===== config.mk =====
export PLATFORM = sky130hd
export DESIGN_NAME = bank_addr_mapper
export DESIGN_NICKNAME = d
export VERILOG_FILES = /design/src/rtl/amap_pkg.sv /design/src/rtl/amap_rst_sync.sv /design/src/rtl/amap_field_split.sv /design/src/rtl/amap_bank_scramble.sv /design/src/rtl/amap_out_reg.sv /design/src/rtl/bank_addr_mapper.sv
export SDC_FILE = /design/constraint.sdc
export NUM_CORES = 1
export LEC_CHECK = 0
export BUFFER_PORTS_ARGS = -buffer_cell sky130_fd_sc_hd__buf_4
export CORE_AREA = 2 2 95 51
export CTS_CLUSTER_DIAMETER = 100
export DETAILED_ROUTE_END_ITERATION = 10
export DIE_AREA = 0 0 97 53
export GPL_ROUTABILITY_DRIVEN = 0
export PLACE_DENSITY = 0.59
export SLEW_MARGIN = 10
export SYNTH_ARGS = -nofsm -noshare
export SYNTH_HDL_FRONTEND = slang
export SYNTH_SLANG_ARGS = --single-unit

===== constraint.sdc =====
create_clock -name clk -period 2.55 [get_ports clk]
set_input_delay 0.255 -clock clk [delete_from_list [all_inputs] [get_ports clk]]
set_output_delay 0.255 -clock clk [all_outputs]
set_load 0.01 [all_outputs]

===== src/rtl/amap_pkg.sv =====
package amap_pkg;

  typedef enum logic [1:0] {
    MAP_LINE  = 2'd0,
    MAP_PAGE  = 2'd1,
    MAP_SCRAM = 2'd2,
    MAP_ALT   = 2'd3
  } map_mode_e;

  function automatic map_mode_e decode_mode(input logic [1:0] code);
    map_mode_e m;
    case (code)
      2'd0:    m = MAP_LINE;
      2'd2:    m = MAP_SCRAM;
      default: m = MAP_PAGE;
    endcase
    return m;
  endfunction

endpackage


===== src/rtl/amap_rst_sync.sv =====
module amap_rst_sync (
  input  logic clk,
  input  logic rst_n,
  output logic rst_n_sync
);
  logic [1:0] stage_q;

  always_ff @(posedge clk or negedge rst_n) begin
    if (!rst_n) stage_q <= 2'b00;
    else        stage_q <= {stage_q[0], 1'b1};
  end

  assign rst_n_sync = stage_q[1];
endmodule


===== src/rtl/amap_field_split.sv =====
module amap_field_split #(
  parameter int ADDR_W = 32,
  parameter int BANK_W = 4,
  parameter int PAGE_W = 11,
  parameter int LINE_W = 6,
  localparam int ROW_W = ADDR_W - PAGE_W - BANK_W,
  localparam int MID_W = PAGE_W - LINE_W
) (
  input  logic [ADDR_W-1:0] addr,
  output logic [BANK_W-1:0] page_bank,
  output logic [BANK_W-1:0] line_bank,
  output logic [ROW_W-1:0]  row,
  output logic [PAGE_W-1:0] page_col,
  output logic [PAGE_W-1:0] line_col
);
  assign row       = addr[ADDR_W-1 -: ROW_W];
  assign page_bank = addr[PAGE_W +: BANK_W];
  assign page_col  = addr[PAGE_W-1:0];
  assign line_bank = addr[LINE_W +: BANK_W];

  generate
    if (MID_W > 0) begin : g_mid
      assign line_col = {addr[LINE_W+BANK_W +: MID_W], addr[LINE_W-1:0]};
    end else begin : g_nomid
      assign line_col = addr[LINE_W-1:0];
    end
  endgenerate
endmodule


===== src/rtl/amap_bank_scramble.sv =====
module amap_bank_scramble #(
  parameter int ADDR_W  = 32,
  parameter int BANK_W  = 4,
  parameter int TAG_LSB = 20
) (
  input  logic [ADDR_W-1:0] addr,
  input  logic [BANK_W-1:0] conv_bank,
  output logic [BANK_W-1:0] scram_bank
);
  generate
    for (genvar i = 0; i < BANK_W; i++) begin : g_bit
      assign scram_bank[i] = conv_bank[i] ^ addr[TAG_LSB + i];
    end
  endgenerate
endmodule


===== src/rtl/amap_out_reg.sv =====
module amap_out_reg #(
  parameter int BANK_W = 4,
  parameter int ROW_W  = 17,
  parameter int COL_W  = 11
) (
  input  logic              clk,
  input  logic              rst_n,
  input  logic              load,
  input  logic [BANK_W-1:0] bank_d,
  input  logic [ROW_W-1:0]  row_d,
  input  logic [COL_W-1:0]  col_d,
  output logic              valid_q,
  output logic [BANK_W-1:0] bank_q,
  output logic [ROW_W-1:0]  row_q,
  output logic [COL_W-1:0]  col_q
);
  logic [BANK_W-1:0] bank_n;
  logic [ROW_W-1:0]  row_n;
  logic [COL_W-1:0]  col_n;

  always_comb begin
    bank_n = bank_q;
    row_n  = row_q;
    col_n  = col_q;
    if (load) begin
      bank_n = bank_d;
      row_n  = row_d;
      col_n  = col_d;
    end
  end

  always_ff @(posedge clk or negedge rst_n) begin
    if (!rst_n) begin
      valid_q <= 1'b0;
      bank_q  <= '0;
      row_q   <= '0;
      col_q   <= '0;
    end else begin
      valid_q <= load;
      bank_q  <= bank_n;
      row_q   <= row_n;
      col_q   <= col_n;
    end
  end
endmodule


===== src/rtl/bank_addr_mapper.sv =====
module bank_addr_mapper #(
  parameter int ADDR_W      = 32,
  parameter int NUM_BANKS   = 16,
  parameter int ROW_BYTES   = 2048,
  parameter int LINE_BYTES  = 64,
  parameter int CACHE_BYTES = 2097152,
  parameter int CACHE_WAYS  = 2,
  localparam int BANK_W  = $clog2(NUM_BANKS),
  localparam int PAGE_W  = $clog2(ROW_BYTES),
  localparam int LINE_W  = $clog2(LINE_BYTES),
  localparam int TAG_LSB = $clog2(CACHE_BYTES / CACHE_WAYS),
  localparam int ROW_W   = ADDR_W - PAGE_W - BANK_W
) (
  input  logic              clk,
  input  logic              rst_n,
  input  logic              in_valid,
  input  logic [ADDR_W-1:0] in_addr,
  input  logic [1:0]        in_mode,
  output logic              out_valid,
  output logic [BANK_W-1:0] out_bank,
  output logic [ROW_W-1:0]  out_row,
  output logic [PAGE_W-1:0] out_col
);
  import amap_pkg::*;

  logic              rst_n_sync;
  logic [BANK_W-1:0] page_bank, line_bank, scram_bank, sel_bank;
  logic [ROW_W-1:0]  row;
  logic [PAGE_W-1:0] page_col, line_col, sel_col;
  map_mode_e         mode;

  amap_rst_sync u_rst (
    .clk        (clk),
    .rst_n      (rst_n),
    .rst_n_sync (rst_n_sync)
  );

  amap_field_split #(
    .ADDR_W (ADDR_W),
    .BANK_W (BANK_W),
    .PAGE_W (PAGE_W),
    .LINE_W (LINE_W)
  ) u_split (
    .addr      (in_addr),
    .page_bank (page_bank),
    .line_bank (line_bank),
    .row       (row),
    .page_col  (page_col),
    .line_col  (line_col)
  );

  amap_bank_scramble #(
    .ADDR_W  (ADDR_W),
    .BANK_W  (BANK_W),
    .TAG_LSB (TAG_LSB)
  ) u_scram (
    .addr       (in_addr),
    .conv_bank  (page_bank),
    .scram_bank (scram_bank)
  );

  assign mode = decode_mode(in_mode);

  always_comb begin
    sel_bank = page_bank;
    sel_col  = page_col;
    case (mode)
      MAP_LINE: begin
        sel_bank = line_bank;
        sel_col  = line_col;
      end
      MAP_SCRAM: sel_bank = scram_bank;
      default:   ;
    endcase
  end

  amap_out_reg #(
    .BANK_W (BANK_W),
    .ROW_W  (ROW_W),
    .COL_W  (PAGE_W)
  ) u_oreg (
    .clk     (clk),
    .rst_n   (rst_n_sync),
    .load    (in_valid),
    .bank_d  (sel_bank),
    .row_d   (row),
    .col_d   (sel_col),
    .valid_q (out_valid),
    .bank_q  (out_bank),
    .row_q   (out_row),
    .col_q   (out_col)
  );
endmodule


# Word-level counts from Yosys, hierarchy flattened
# Index checks and enable logic that the tools add are counted.
# classes
n_addsub,0
multipliers,0
div_mod_pow,0
magnitude_cmp,0
eq_ne,2
n_shift,0
mux,3
bitwise,4
reduce_logical,2
# op_table
op,n
$mux W11,1
$pmux W4 S2,1
$eq A2 B2 Y1 const B,2
$logic_not A2 Y1,2
$pmux W2 S2,1
$xor A1 B1 Y1,4
# totals
reg_bits,35
latch_bits,0
mem_bits_rw,0
romBits,0
output_inout_bits,33
memories,0

# Depth between registers and ports, before layout
# logic_depth
word_depth,4
depth_mapped,4
mapped_depth_nobuf,3

# Hierarchy
# From an unflattened synthesis, not the netlist that was laid out.
# unflattened
hier_cells,150
hier_area_um2,2102.0
# by_module_without_submodules
module,instances,cells_per_inst,area_each_um2,seq_area_each_um2
amap_out_reg,1,69,1370.1,825.8
amap_field_split,1,47,352.8,0.0
bank_addr_mapper,1,27,290.3,0.0
amap_rst_sync,1,3,53.8,50.0
amap_bank_scramble,1,4,35.0,0.0

# Worst setup path after synthesis
# No wires, ideal clock.
# synth_timing
path_kind,input to register
startpoint,input port in_valid
endpoint,register u_oreg.row_q[14]
arrival_ns,0.851
slack_ns,1.574
path_stages,3
n_path_buf,2
path_cell_list,buf_2 -> buf_4 -> mux2_4
# synth_rtl
item,line_no,rtl
from (decl),bank_addr_mapper.sv:16,"input logic in_valid,"
to (signal assigned),amap_out_reg.sv:41,row_q <= row_n;
to (decl),amap_out_reg.sv:14,"output logic [ROW_W-1:0] row_q,"
# No word-level cell between the ends.

# Final worst setup path
# layout_timing
startpoint,register u_oreg.row_q[0]
endpoint,output port out_row[0]
# layout_rtl
item,line_no,rtl
to (decl),bank_addr_mapper.sv:21,"output logic [ROW_W-1:0] out_row,"
# No word-level cell between the ends.

==> metrics.sh <==
OUTCOME='finished, final reports clean'
YOSYS.AREA_SHARE.XOR_XNOR_PCT=0
POSTROUTEANTENNANETS=0
NUM-FILL-CELLS=396
RR_ENDPOINT='u_oreg.row_q[0]$_DFFE_PN0P_'
DRTITER0DRC=52
CLOCK-SKEW-FINAL_NS=0.00623
CRIT_ARRIVAL_NS=0.84
ROWS=17
GRT_MAX_DEGREE=44
FMAXACHIEVABLE_GHz=0.914
DESIGN.FINAL.NETS=216
PLACEDINSTANCEAREA_SQ_MM=0.00201
CRITICAL-PATH-MAX-STAGE-DELAY_NS=0.40
INITIAL_CORE_UTIL_PCT=34.2
FLOORPLAN.DIE_AREA_SQ_MM=0.00514
GRT_PASS1_VIAS=1130
MIN-DELAY-START='in_addr[1]'
POST-LAYOUT-TOTAL-POWER_mW=1.27
WORST-ENDPOINT-REQUIRED_NS=2.30
SYNTH_ENABLE_FLOP_CELLS=0
SEQCELLAREA_SQ_UM=876
DOMINANTREGCELLSYNTH='sky130_fd_sc_hd__dfrtp_1'
FLOW.AREA_GROWTH_FROM_SYNTHESIS_PCT=43.8
CTSRESIZECOUNT=0
GRT_PASS1_WL_MM=5.42
WORST_SETUP_PATH_END_KIND='primary output'
CRIT_BUF_INV=1
FINALCRITPERIODSHARE_PCT=42.9
PLACE_HPWL_MM=2.42
WORSTHOLDPATHTYPE='in2reg'
FLOP_TO_FLOP_SETUP_SLACK_NS=1.75
WORST_HOLD_PATH.ENDPOINT='u_oreg.col_q[1]$_DFFE_PN0P_'
WORSTREGTOREGCELLS=1
REG2REG_FROM='u_oreg.row_q[0]$_DFFE_PN0P_'
SYNTH_COMPOUND_AREA_SHARE_PCT=6.86
CLKLATENCYLATEPIN_NS=0.28
CLK_ROOT_BUFFER_CELL='sky130_fd_sc_hd__clkbuf_8'
ANTENNA_FOUND_INITIAL=0
MAIN_COMBINATIONAL_CELL_FAMILY_BY_AREA_AFTER_SYNTHESIS='multiplexers'
CLOCK_SINK_COUNT=35
FINAL_HOLD_VIOL_COUNT=0
TOTALWIRELENGTH_MM=3.26
SYNTH_TOP_AREA_CELL='sky130_fd_sc_hd__dfrtp_1'
MAX_IR_DROP_VDD_V=0.000310
CELLPOWERDENSITY_mW_PER_MM2=606
MULTI_INPUT_COMB_AREA_SQ_UM=529
CLOCKBUFFERDEPTH=2
COUNT_OF_SYNTHESIS_STAGE_WARNINGS_FROM_YOSYS=0
VIAS=1095
SYNTH_CELL_TYPES=19
MEAN_CELL_AREA_OF_THE_MAPPED_NETLIST_SQ_UM=13.6
SETUP-TNS-FINAL_NS=0
CTS.REPAIR_TIMING.SETUP_BUFFER_COUNT=0
PLACEABLECOREAREA_SQ_MM=0.00428
PATH_CLASS='reg2out'
DRT_PASS1_ITERATIONS=4
SYNTH-SEQ-AREA-SHARE_PCT=60.0
CELLLEAKAGEPOWER_nW=0.994
TRITONCTS='yes'
VIASPERCELL=4.62
DRC=0
DETAIL_ROUTE.WL_PER_CELL_MICRONS=13.8
POST_ROUTE_UTILIZATION_PCT=49.1
SHARE_OF_SYNTHESIZED_AREA_SPENT_ON_MULTIPLEXERS_PCT=21.7
SYNTHESIS.NETS=144
POSTLAYOUTCELLAREA_SQ_MM=0.00210
FINALMAXSLEWVIOLATIONS=0
MAXCAPVIOLCOUNT=0
HORIZONTAL_DIE_DIMENSION_MICRONS=97
SYNTH-SIMPLE-AREA-SHARE_PCT=7.46
YOSYS-TOP-CELLS-AREA='sky130_fd_sc_hd__dfrtp_1 (60%), sky130_fd_sc_hd__mux2_1 (15%), sky130_fd_sc_hd__mux2i_1 (3.4%)'
I_O_PIN_COUNT=70
RSZ_0062_RAISED_AFTER_GLOBAL_ROUTING='no'
DIE_H_MICRONS=53
CP_CELL_SEQUENCE='buf_4'
SYNTH-ADDER-AREA-SHARE_PCT=0
CTS.CLK_SLEW.WORST_PATHS_NS=0.07
MIN_PATH_CELLS=2
WORSTSETUPSTARTPOINT='u_oreg.row_q[0]$_DFFE_PN0P_'
SYNTH_CELLS=107
SETUP_VIOLATIONS=0
HOLDBUFCOUNTCTS=1
DRIVE_ABOVE_1_SHARE_PCT=45.6
CRIT_PATH_MAX_FO=2
SYNTHDOMINANTCELLAREASHARE_PCT=60.0
CTS_INSERTED_BUFFERS=5
PORT_BUFFERS=69
ANTENNA_DIODES=0
CPLARGESTDELAYFAMILY='flip-flops'
START_KIND='flip-flop'
ASYNC_SET_OR_RESET_REGISTER_RATIO_AFTER_SYNTHESIS_PCT=100
GRT_USAGE_PCT=13.9
GLOBALROUTEOVERFLOWTOTAL=0
MIN_PERIOD_NS=1.09
POSTSYNTHREGISTERBITS=35
NUMBER_OF_LEVELS_IN_THE_CLOCK_H_TREE=2
MOSTFREQUENTLAYOUTCELL='sky130_fd_sc_hd__buf_4'
FINAL_CELL_MIX='sky130_fd_sc_hd__buf_4 (70), sky130_fd_sc_hd__dfrtp_1 (35), sky130_fd_sc_hd__mux2_1 (20), sky130_fd_sc_hd__a21oi_1 (9), sky130_fd_sc_hd__nor2_1 (9)'
SYNTH.CELL_AREA_SQ_MM=0.00146
CRIT_SLOWEST_CELL='sky130_fd_sc_hd__dfrtp_1'
==> per-stage QoR <==
step	worst slack (ns)	hold slack [ns]	std cells
floorplan	1.50	-0.0406	107
global placement	1.31	0.0380	228
detailed placement	1.27	0.0395	228
CTS	1.46	0.176	237
global route	1.42	0.172	237
finish	1.46	0.182	237
==> logic make-up (layout without fill, tap and decap cells) <==
group | Yosys count | in the layout
DFF | 35 | 35
muxes | 28 | 28
and+or+nand+nor | 19 | 19
other | 1 | 1
buffers and inverters | 7 | 80
AOI/OAI and AO/OA | 17 | 17
==> layout make-up <==
type	count	share of cell area (%)
sequential	35	41.7
timing repair buffer	71	25.5
multi-input combinational	65	25.2
tap	57	3.40
clock buffer	5	3.28
clock inverter	3	0.715
inverter	1	0.179
==> per-layer routing <==
metal	routed length, microns	vias up	part of all wire (%)	global-route usage, %
met2	1470	45	45	20.8
li1	-	525	-	-
met4	19	0	0.58	4.23
met5	0	-	0	0
met1	1480	521	45	18.2
met3	288	4	8.8	6.08
==> synthesized netlist by cell type (2+ instances only) <==
cell type / n
sky130_fd_sc_hd__mux2_1: 20
sky130_fd_sc_hd__buf_2: 2
sky130_fd_sc_hd__buf_6: 3
sky130_fd_sc_hd__o21ai_1: 4
sky130_fd_sc_hd__mux2_4: 2
sky130_fd_sc_hd__nand3_1: 4
sky130_fd_sc_hd__or2b_1: 3
sky130_fd_sc_hd__a221oi_1: 4
sky130_fd_sc_hd__mux2i_1: 5
sky130_fd_sc_hd__nor2_1: 9
sky130_fd_sc_hd__dfrtp_1: 35
sky130_fd_sc_hd__a21oi_1: 9
==> registers in the layout, indices dropped and copies added, names as in the netlist <==
| register | cells |
|---|---|
| u_oreg.row_q | 17 |
| u_oreg.bank_q | 4 |
| u_oreg.col_q | 11 |
| u_rst.stage_q | 2 |
| u_oreg.valid_q | 1 |
==> how the worst max path moves through the flow <==
stage | endpoint | slack [ns] | cells after the start
after floorplan | u_oreg.bank_q[0]$_DFFE_PN0P_ | 1.50 | 0
after global placement | u_oreg.bank_q[3]$_DFFE_PN0P_ | 1.31 | 3
after detailed placement | u_oreg.bank_q[2]$_DFFE_PN0P_ | 1.27 | 3
after CTS | out_row[0] | 1.46 | 1
after global routing | out_row[0] | 1.42 | 1
final | out_row[0] | 1.46 | 1
==> power by group <==
part / internal [mW] / leakage [nW] / switching [mW]
combinational: 0.145 / 0.543 / 0.112
sequential: 0.610 / 0.404 / 0.0297
clock: 0.187 / 0.0477 / 0.189
total: 0.942 / 0.994 / 0.331
Power figures use the tool's default switching activity.
